<file path="config.mk">
export PLATFORM = sky130hd
export DESIGN_NAME = srp_access_seq
export DESIGN_NICKNAME = d
export VERILOG_FILES = /design/src/rtl/srp_pkg.sv /design/src/rtl/srp_dev_mux.sv /design/src/rtl/srp_timeout.sv /design/src/rtl/srp_ctrl.sv /design/src/rtl/srp_access_seq.sv
export SDC_FILE = /design/constraint.sdc
export NUM_CORES = 1
export LEC_CHECK = 0
export ABC_AREA = 1
export BUFFER_PORTS_ARGS = -buffer_cell sky130_fd_sc_hd__buf_2
export CAP_MARGIN = 20
export CORE_MARGIN = 4
export CORE_UTILIZATION = 50
export CTS_BUF_LIST = sky130_fd_sc_hd__clkbuf_8
export CTS_CLUSTER_DIAMETER = 80
export DETAILED_ROUTE_END_ITERATION = 12
export GPL_TIMING_DRIVEN = 0
export PLACE_DENSITY = 0.78
export SKIP_CTS_REPAIR_TIMING = 1
export SLEW_MARGIN = 20
export SYNTH_ARGS = -nofsm -noshare
export SYNTH_HDL_FRONTEND = slang
export SYNTH_SLANG_ARGS = --single-unit
export TNS_END_PERCENT = 30
</file>
<file path="constraint.sdc">
create_clock -name clk -period 3 [get_ports clk]
set_input_delay 0.45 -clock clk [delete_from_list [all_inputs] [get_ports clk]]
set_output_delay 0.45 -clock clk [all_outputs]
set_load 0.02 [all_outputs]
</file>
<file path="src/rtl/srp_pkg.sv">
package srp_pkg;
  typedef enum logic [2:0] {
    ST_IDLE,
    ST_ARB,
    ST_SETUP,
    ST_STRB,
    ST_GAP,
    ST_DONE
  } seq_st_e;
endpackage

</file>
<file path="src/rtl/srp_dev_mux.sv">
module srp_dev_mux #(
  parameter int DEV_N = 6,
  parameter int DEV_W = 3
) (
  input  logic             clk,
  input  logic             rst_n,
  input  logic [DEV_W-1:0] dev_idx,
  input  logic             strobe,
  input  logic [DEV_W-1:0] chk_idx,
  input  logic [DEV_N-1:0] dev_rdy_n,
  output logic [DEV_N-1:0] dev_sel_n,
  output logic             rdy_hit,
  output logic             idx_ok
);
  logic [DEV_N-1:0] hit_vec;

  for (genvar g = 0; g < DEV_N; g++) begin : g_lane
    assign dev_sel_n[g] = !(strobe && (dev_idx == DEV_W'(g)));
    assign hit_vec[g]   = !dev_rdy_n[g] && (dev_idx == DEV_W'(g));
  end

  assign rdy_hit = |hit_vec;
  assign idx_ok  = ({1'b0, chk_idx} < (DEV_W + 1)'(DEV_N));

  assert_one_select_R4: assert property (@(posedge clk) disable iff (!rst_n)
    $onehot0(~dev_sel_n));
endmodule

</file>
<file path="src/rtl/srp_timeout.sv">
module srp_timeout #(
  parameter int TMO_W = 16
) (
  input  logic             clk,
  input  logic             rst_n,
  input  logic             run,
  input  logic [TMO_W-1:0] limit,
  output logic             expire
);
  logic [TMO_W-1:0] cnt_q;

  always_ff @(posedge clk or negedge rst_n) begin
    if (!rst_n)   cnt_q <= '0;
    else if (run) cnt_q <= cnt_q + TMO_W'(1);
    else          cnt_q <= '0;
  end

  assign expire = run && (limit != '0) && (cnt_q == limit - TMO_W'(1));

  assert_wait_bounded_R8: assert property (@(posedge clk) disable iff (!rst_n)
    (run && (limit != '0)) |-> (cnt_q < limit));
endmodule

</file>
<file path="src/rtl/srp_ctrl.sv">
module srp_ctrl
  import srp_pkg::*;
#(
  parameter int DEV_W  = 3,
  parameter int ADDR_W = 16,
  parameter int HALF_W = 16
) (
  input  logic                clk,
  input  logic                rst_n,
  input  logic                cmd_valid,
  output logic                cmd_ready,
  input  logic                cmd_write,
  input  logic                cmd_mem,
  input  logic [DEV_W-1:0]    cmd_dev,
  input  logic [ADDR_W-1:0]   cmd_addr,
  input  logic [2*HALF_W-1:0] cmd_wdata,
  output logic                rsp_valid,
  input  logic                rsp_ready,
  output logic [2*HALF_W-1:0] rsp_rdata,
  output logic                rsp_err,
  output logic                bus_req_n,
  input  logic                bus_gnt_n,
  output logic                bus_ack_n,
  output logic                bus_rd,
  output logic                bus_mem,
  output logic [ADDR_W-1:0]   bus_addr,
  output logic [HALF_W-1:0]   bus_wdata,
  output logic                bus_wdata_oe,
  input  logic [HALF_W-1:0]   bus_rdata,
  input  logic                rdy_hit,
  input  logic                idx_ok,
  input  logic                expire,
  output logic [DEV_W-1:0]    dev_q,
  output logic                strobe
);
  localparam int FULL_W = 2 * HALF_W;

  seq_st_e             state_q;
  logic                wr_q, mem_q, word_q, err_q;
  logic [ADDR_W-1:0]   addr_q;
  logic [FULL_W-1:0]   wdat_q, rdat_q;
  logic                owned;

  always_ff @(posedge clk or negedge rst_n) begin
    if (!rst_n) begin
      state_q <= ST_IDLE;
      wr_q    <= 1'b0;
      mem_q   <= 1'b0;
      word_q  <= 1'b0;
      err_q   <= 1'b0;
      dev_q   <= '0;
      addr_q  <= '0;
      wdat_q  <= '0;
      rdat_q  <= '0;
    end else begin
      case (state_q)
        ST_IDLE: if (cmd_valid) begin
          wr_q   <= cmd_write;
          mem_q  <= cmd_mem;
          dev_q  <= cmd_dev;
          addr_q <= cmd_addr;
          wdat_q <= cmd_wdata;
          word_q <= 1'b0;
          rdat_q <= '0;
          if (idx_ok) begin
            err_q   <= 1'b0;
            state_q <= ST_ARB;
          end else begin
            err_q   <= 1'b1;
            state_q <= ST_DONE;
          end
        end
        ST_ARB:   if (!bus_gnt_n) state_q <= ST_SETUP;
        ST_SETUP: state_q <= ST_STRB;
        ST_STRB: begin
          if (rdy_hit) begin
            if (!wr_q) begin
              if (word_q) rdat_q[FULL_W-1:HALF_W] <= bus_rdata;
              else        rdat_q[HALF_W-1:0]      <= bus_rdata;
            end
            if (mem_q && !word_q) begin
              word_q  <= 1'b1;
              state_q <= ST_GAP;
            end else begin
              state_q <= ST_DONE;
            end
          end else if (expire) begin
            err_q   <= 1'b1;
            rdat_q  <= '0;
            state_q <= ST_DONE;
          end
        end
        ST_GAP:  state_q <= ST_STRB;
        ST_DONE: if (rsp_ready) state_q <= ST_IDLE;
        default: state_q <= ST_IDLE;
      endcase
    end
  end

  assign owned        = (state_q == ST_SETUP) || (state_q == ST_STRB) || (state_q == ST_GAP);
  assign strobe       = (state_q == ST_STRB);
  assign cmd_ready    = (state_q == ST_IDLE);
  assign rsp_valid    = (state_q == ST_DONE);
  assign rsp_rdata    = rdat_q;
  assign rsp_err      = err_q;
  assign bus_req_n    = !(owned || (state_q == ST_ARB));
  assign bus_ack_n    = !owned;
  assign bus_rd       = owned ? !wr_q : 1'b1;
  assign bus_mem      = owned && mem_q;
  assign bus_addr     = owned ? addr_q + ADDR_W'(word_q) : '0;
  assign bus_wdata_oe = owned && wr_q;
  assign bus_wdata    = (owned && wr_q) ? (word_q ? wdat_q[FULL_W-1:HALF_W] : wdat_q[HALF_W-1:0])
                                        : '0;

  assert_rsp_held_R1: assert property (@(posedge clk) disable iff (!rst_n)
    (rsp_valid && !rsp_ready) |=> (rsp_valid && $stable(rsp_rdata) && $stable(rsp_err)));

  assert_ack_after_grant_R2: assert property (@(posedge clk) disable iff (!rst_n)
    $fell(bus_ack_n) |-> $past(!bus_gnt_n));

  assert_reg_upper_zero_R6: assert property (@(posedge clk) disable iff (!rst_n)
    (rsp_valid && !mem_q && !wr_q) |-> (rsp_rdata[FULL_W-1:HALF_W] == '0));
endmodule

</file>
<file path="src/rtl/srp_access_seq.sv">
module srp_access_seq #(
  parameter int DEV_N  = 6,
  parameter int DEV_W  = $clog2(DEV_N + 1),
  parameter int ADDR_W = 16,
  parameter int HALF_W = 16,
  parameter int TMO_W  = 16
) (
  input  logic                clk,
  input  logic                rst_n,
  input  logic                cmd_valid,
  output logic                cmd_ready,
  input  logic                cmd_write,
  input  logic                cmd_mem,
  input  logic [DEV_W-1:0]    cmd_dev,
  input  logic [ADDR_W-1:0]   cmd_addr,
  input  logic [2*HALF_W-1:0] cmd_wdata,
  output logic                rsp_valid,
  input  logic                rsp_ready,
  output logic [2*HALF_W-1:0] rsp_rdata,
  output logic                rsp_err,
  input  logic [TMO_W-1:0]    tmo_limit,
  output logic                bus_req_n,
  input  logic                bus_gnt_n,
  output logic                bus_ack_n,
  output logic                bus_rd,
  output logic                bus_mem,
  output logic [ADDR_W-1:0]   bus_addr,
  output logic [HALF_W-1:0]   bus_wdata,
  output logic                bus_wdata_oe,
  input  logic [HALF_W-1:0]   bus_rdata,
  output logic [DEV_N-1:0]    dev_sel_n,
  input  logic [DEV_N-1:0]    dev_rdy_n
);
  logic [DEV_W-1:0] dev_q;
  logic             strobe, rdy_hit, idx_ok, expire;

  srp_dev_mux #(.DEV_N(DEV_N), .DEV_W(DEV_W)) u_mux (
    .clk       (clk),
    .rst_n     (rst_n),
    .dev_idx   (dev_q),
    .strobe    (strobe),
    .chk_idx   (cmd_dev),
    .dev_rdy_n (dev_rdy_n),
    .dev_sel_n (dev_sel_n),
    .rdy_hit   (rdy_hit),
    .idx_ok    (idx_ok)
  );

  srp_timeout #(.TMO_W(TMO_W)) u_tmo (
    .clk    (clk),
    .rst_n  (rst_n),
    .run    (strobe),
    .limit  (tmo_limit),
    .expire (expire)
  );

  srp_ctrl #(.DEV_W(DEV_W), .ADDR_W(ADDR_W), .HALF_W(HALF_W)) u_ctrl (
    .clk          (clk),
    .rst_n        (rst_n),
    .cmd_valid    (cmd_valid),
    .cmd_ready    (cmd_ready),
    .cmd_write    (cmd_write),
    .cmd_mem      (cmd_mem),
    .cmd_dev      (cmd_dev),
    .cmd_addr     (cmd_addr),
    .cmd_wdata    (cmd_wdata),
    .rsp_valid    (rsp_valid),
    .rsp_ready    (rsp_ready),
    .rsp_rdata    (rsp_rdata),
    .rsp_err      (rsp_err),
    .bus_req_n    (bus_req_n),
    .bus_gnt_n    (bus_gnt_n),
    .bus_ack_n    (bus_ack_n),
    .bus_rd       (bus_rd),
    .bus_mem      (bus_mem),
    .bus_addr     (bus_addr),
    .bus_wdata    (bus_wdata),
    .bus_wdata_oe (bus_wdata_oe),
    .bus_rdata    (bus_rdata),
    .rdy_hit      (rdy_hit),
    .idx_ok       (idx_ok),
    .expire       (expire),
    .dev_q        (dev_q),
    .strobe       (strobe)
  );

  assert_sel_needs_ack_R3: assert property (@(posedge clk) disable iff (!rst_n)
    (dev_sel_n != '1) |-> !bus_ack_n);

  assert_setup_before_sel_R3: assert property (@(posedge clk) disable iff (!rst_n)
    $fell(bus_ack_n) |-> (dev_sel_n == '1));
endmodule

</file>
==> results of run 1 <==
[worst reg2reg max path, stage by stage (launching register included)]
cell	delay, ns
dfrtp_1	0.41
nor2_1	0.27
inv_1	0.07
nor2_1	0.22
inv_1	0.09
nor2_1	0.27
buf_2	0.32
buf_1	0.44
nand2_1	0.11
o21ai_0	0.09
[area by class of cell]
cell class,count,area [um2],area share
clock inverters,5,50.0,0.00686
well taps,143,179,0.0245
inverters,113,424,0.0581
repair buffers,178,932,0.128
diodes,1,2.50,0.000343
multi-input cells,588,2810,0.385
flip-flops and latches,106,2650,0.364
plain buffers,28,125,0.0172
clock buffers,9,124,0.0170
[worst max-delay path by stage]
stage,from,endpoint,cells past startpoint,slack (ns)
after floorplan,u_ctrl.state_q[0]$_DFFE_PN0P_,bus_wdata[10],8,0.34
after global placement,u_ctrl.state_q[0]$_DFFE_PN0P_,bus_wdata[7],9,0.23
after detailed placement,u_ctrl.state_q[0]$_DFFE_PN0P_,bus_wdata[10],9,0.24
after CTS,u_ctrl.word_q$_DFFE_PN0P_,bus_addr[14],14,-0.19
after global routing,u_ctrl.word_q$_DFFE_PN0P_,bus_addr[14],14,-0.24
final,u_ctrl.word_q$_DFFE_PN0P_,bus_addr[14],14,-0.03
[report_power, final]
group | internal (mW) | switching, mW | total, mW | leakage, nW
Sequential | 1.98 | 0.333 | 2.31 | 1.38
Clock | 0.370 | 0.462 | 0.833 | 0.0936
Combinational | 1.07 | 2.33 | 3.39 | 2.57
Total | 3.41 | 3.12 | 6.54 | 4.05
[through the flow]
stage | instance area (um2) | util
2_1_floorplan | 5930 | -
6_report | 7290 | 0.633
3_5_place_dp | 7010 | 0.609
4_1_cts | 7180 | 0.624
3_3_place_gp | 6980 | 0.606
5_1_grt | 7290 | 0.633
[flip-flops by register name, summed over array words and instances, names as in the netlist]
register,count
u_ctrl.word_q,1
u_ctrl.addr_q,16
u_ctrl.dev_q,3
u_ctrl.mem_q,1
u_tmo.cnt_q,16
u_ctrl.wr_q,1
u_ctrl.state_q,3
u_ctrl.rsp_rdata,32
u_ctrl.rsp_err,1
u_ctrl.wdat_q,32
[per-layer routing]
metal,wire length (um),up-vias
met5,7,-
met4,173,2
met3,1040,15
met2,7390,180
met1,6820,2620
li1,-,2981
[synthesized netlist by cell type (6+ instances only)]
cell type | instances | area share
buf_2 | 9 | 0.0076
xor2_1 | 7 | 0.010
inv_1 | 107 | 0.068
xnor2_1 | 6 | 0.0089
nand4_1 | 29 | 0.031
nand2_1 | 271 | 0.17
a21oi_1 | 39 | 0.033
o21ai_0 | 46 | 0.039
nor2_1 | 117 | 0.074
clkbuf_1 | 16 | 0.010
dfrtp_1 | 106 | 0.45
nor3_1 | 19 | 0.016
nand3_1 | 18 | 0.015
[cell families (layout without fill, tap and decap cells)]
kind of cell | count (synthesis) | after routing | share of synthesized area
buf+inv | 141 | 333 | 0.0924
compound gates | 95 | 95 | 0.0852
flops | 106 | 106 | 0.447
simple gates | 475 | 475 | 0.345
other cells | 0 | 1 | 0
xor+xnor | 13 | 13 | 0.0192
fa+ha+maj | 5 | 5 | 0.0105
==> flow_summary.ini, run 1 <==
[timing]
holdWs_ns = 0.0102
rsz0062_at_grt = yes
clock_skew_ns = 0.00884
final.min_clock_period_ns = 3.03
setup_slack_ns = -0.0259
relSlewSlack = 0.649
slew_viol_final = 0
final.setup.tns_ns = -0.0259
fmax_ghz = 0.330
finalHoldViolCount = 0
fin_crit_sh = 1.01
setup_viol = 1
tightestPinTransition_ns = 0.527

[place]
dp_slack_ns = 0.242
io_buffers = 173
dp.cells = 1152
hpwlAfterDp_um = 11900
gp_congestion = 0.900

[floorplan]
top_level_ports = 174
core_mm2 = 0.0115
die_y_um = 117
fp-row-count = 39
die_w_um = 117
die-area_mm2 = 0.0137
initial_core_util = 0.515

[outcome]
violations = setup timing
status = finished, violations left

[yosys]
syn_nets = 936
ys_ff_latch = 106
synth_area_mm2 = 0.00593
ys_warn_count = 0
async_flop_share = 1.00
syn_avg_cell_area_um2 = 7.10
synth_edf_count = 0
synthFlopType = dfrtp_1
synthCells = 835
synth.distinct_cells = 36
synth_seq_area_share = 0.447

[route]
routed_wirelength_um = 15400
drt_iter0_markers = 343
vias = 5798
drc = 0
drtPass1Iterations = 5
ant_nets = 0
wire_per_inst_um = 13.2
vias_per_cell = 4.95

[grt]
first_global_vias = 5456
grt_pass1_wl_um = 24700
gr-max-usage-layer = met2
grt_usage = 0.226
grt.met1_usage = 0.305
grt_util_met2 = 0.371
globalRouteOverflowTotal = 0
met3_usage = 0.0473
antenna_found_initial = 1
grt_start_max_net_pins = 59

[pwr]
finalPower_mw = 6.54
p_per_area_mw_per_mm2 = 896
leakagePower_nw = 4.05
ir_worst_vdd_mv = 0.521

[worst_setup_path]
cp_top_family = simple AND/OR/NAND/NOR gates
worstPathArrival_ns = 2.58
reg2reg_slack_ns = 0.63
path_class = reg -> out
slowest_stage = dfrtp_1
reg2reg_from = u_ctrl.state_q[2]$_DFFE_PN0P_
rr_worst_depth = 9
critical_path_buf_inv_count = 2
crit_chain = ha_2, ha_4, nand2_4, nor3_4, nand2_1, nor3_2, nand2_1, nor2_1, inv_1, nor3_2, nand2_1, o21ai_1, a21oi_1, buf_4
critPathCaptureType = primary output
path_common_cell = nand2_1
start_kind = register
max_stage_delay_ns = 0.40
timing.rr.end = u_ctrl.wdat_q[11]$_DFFE_PN0P_
critPathMaxFanout = 3
cp.required_ns = 2.55

[hold_path]
hp-class = in -> async

[clocking]
cts.sinks = 106
clock_latency_ns = 0.36
clkTransAtPathRegs_ns = 0.09
root_buffer = clkbuf_8
cts_buffers = 9
cts_tree = built
clockBufferDepth = 2
htreeDepth = 3

[job]
max_cap_viol_count = 0

[finish]
drive_gt1_frac = 0.231
finalNonFillerCells = 1171
fill_cells = 1122
synthToLayoutAreaGrowth_pct = 23.0
nNetsFinal = 1125
final_cell_mix = 270 x nand2_1, 180 x buf_2, 113 x nor2_1
mostFrequentLayoutCell = nand2_1
(Power assumes the default switching activity.)
==> inputs of run 2 (changes only) <==
==> constraint.sdc (replaced) <==
create_clock -name clk -period 3 [get_ports clk]
set_input_delay 0.3 -clock clk [delete_from_list [all_inputs] [get_ports clk]]
set_output_delay 0.3 -clock clk [all_outputs]
set_load 0.02 [all_outputs]
==> run 2 against run 1 <==
The flow now finishes without violations. Highest routed layer unchanged. Critical path depth is the same. Setup slack gained 0.22 ns. Core utilization shrank 0.56 points. Clock skew shrank 0.0017 ns. Via count shrank 0.81%. Global-route usage is the same. Total power shrank 0.58%. Largest power group unchanged. Hold slack gained 0.12 ns. Sequential share of layout area grew 0.33 points. Wire length shrank 1.3%.
==> flow_summary.ini, run 2 (same netlist as run 1, synthesis figures left out) <==
[grt]
globalRouteOverflowTotal = 0
grt_pass1_wl_um = 24700
antenna_found_initial = 1
grt_start_max_net_pins = 59
first_global_vias = 5456
grt_usage = 0.226

[floorplan]
die_y_um = 117
die-area_mm2 = 0.0137
top_level_ports = 174
die_w_um = 117
initial_core_util = 0.515
core_mm2 = 0.0115
fp-row-count = 39

[place]
dp_slack_ns = 0.392
hpwlAfterDp_um = 11900
gp_congestion = 0.900
dp.cells = 1152
io_buffers = 173
place_area_mm2 = 0.00701

[route]
wire_per_inst_um = 13.0
routed_wirelength_um = 15200
drt_iter0_markers = 357
ant_nets = 0
vias_per_cell = 4.92
drtPass1Iterations = 5
drc = 0
vias = 5751

[timing]
tightestPinTransition_ns = 0.522
relSlewSlack = 0.652
fin_crit_sh = 0.934
setup_slack_ns = 0.197
final.setup.tns_ns = 0
rsz0062_at_grt = yes
finalHoldViolCount = 0
fmax_ghz = 0.357
setup_viol = 0
holdWs_ns = 0.127
slew_viol_final = 0
final.min_clock_period_ns = 2.80
clock_skew_ns = 0.00710

[finish]
stdcell_area_mm2 = 0.00723
fin_util = 0.628
nNetsFinal = 1122
finalNonFillerCells = 1169
synthToLayoutAreaGrowth_pct = 21.9
mostFrequentLayoutCell = nand2_1
final_cell_mix = 271 x nand2_1, 181 x buf_2, 115 x nor2_1
drive_gt1_frac = 0.219

[clocking]
cts.sinks = 106
cts_tree = built
htreeDepth = 3
cts_buffers = 9
clockBufferDepth = 2
clock_latency_ns = 0.36
root_buffer = clkbuf_8
clkTransAtPathRegs_ns = 0.10

[pwr]
p_comb_frac = 0.519
power_frac_clock = 0.128
switching_share = 0.477
finalPower_mw = 6.50
p_per_area_mw_per_mm2 = 899
switchingPower_mw = 3.10
internal_power_mw = 3.40
ir_worst_vdd_mv = 0.508
seqPwrFrac = 0.353
leakagePower_nw = 4.02

[hold_path]
hp-class = in -> reg

[worst_setup_path]
critPathMaxFanout = 3
path_class = reg -> out
cp.required_ns = 2.70
critPathCaptureType = primary output
start_kind = register
worstPathArrival_ns = 2.50

[outcome]
status = finished clean

[job]
max_cap_viol_count = 0
run 2: cell types whose count changed in the layout (fill, tap and decap cells not counted), sizes merged:
cell,before,now
dlygate4sd3,0,1
clkbuf,26,25
diode,1,2
inv,115,114
buf,189,186
clkinv,1,2
run 2: critical path, cell delays in order (launching register included):
cell	delay [ns]
dfrtp_1	0.39
ha_1	0.18
ha_1	0.17
nand2_1	0.09
nor3_2	0.16
nand2_1	0.12
nor3_2	0.18
nand2_1	0.11
nor2_1	0.10
inv_1	0.07
nor3_2	0.13
nand2_1	0.08
o21ai_0	0.15
a21oi_1	0.05
buf_2	0.16
run 2: power by group through the flow:
| stage | logic (mW) | clock network [mW] | registers, mW |
|---|---|---|---|
| 5_1_grt | 3.77 | 0.910 | 2.36 |
| 3_5_place_dp | 3.37 | 0 | 2.31 |
| 4_1_cts | 3.37 | 0.851 | 2.29 |
| 6_report | 3.37 | 0.833 | 2.30 |
| 3_3_place_gp | 3.31 | 0 | 2.30 |
| 2_1_floorplan | 2.12 | 0 | 2.48 |
run 2: worst paths after layout:
kind,from,endpoint,slack [ns],cells past startpoint
setup / recovery,u_ctrl.word_q$_DFFE_PN0P_,bus_addr[14],0.20,14
hold / removal,cmd_wdata[30],u_ctrl.wdat_q[30]$_DFFE_PN0P_,0.13,3
max in group asynchronous,rst_n,u_ctrl.wdat_q[1]$_DFFE_PN0P_,1.90,3
min in group asynchronous,rst_n,u_ctrl.rsp_rdata[13]$_DFFE_PN0P_,0.46,2
hold reg to reg,u_ctrl.rsp_rdata[26]$_DFFE_PN0P_,u_ctrl.rsp_rdata[26]$_DFFE_PN0P_,0.48,2
setup reg to reg,u_ctrl.state_q[2]$_DFFE_PN0P_,u_ctrl.wdat_q[11]$_DFFE_PN0P_,0.63,9
run 2: final cells by class:
type	instances	area (um2)
Sequential cell	106	2650
Tap cell	143	179
Clock buffer	9	124
Clock inverter	5	50.0
Inverter	113	424
Fill cell	1136	4290
Timing Repair Buffer	175	910
Buffer	28	124
Multi-Input combinational cell	588	2760
Antenna cell	2	5.00
run 2: metal layers:
| layer | share of wire | wire, um | global-route usage | vias to the layer above |
|---|---|---|---|---|
| met3 | 0.064 | 967 | 0.0473 | 17 |
| li1 | - | - | - | 2980 |
| met4 | 0.013 | 192 | 0.0680 | 2 |
| met5 | 0.00046 | 7 | 0 | - |
| met1 | 0.45 | 6820 | 0.305 | 2590 |
| met2 | 0.48 | 7240 | 0.371 | 162 |
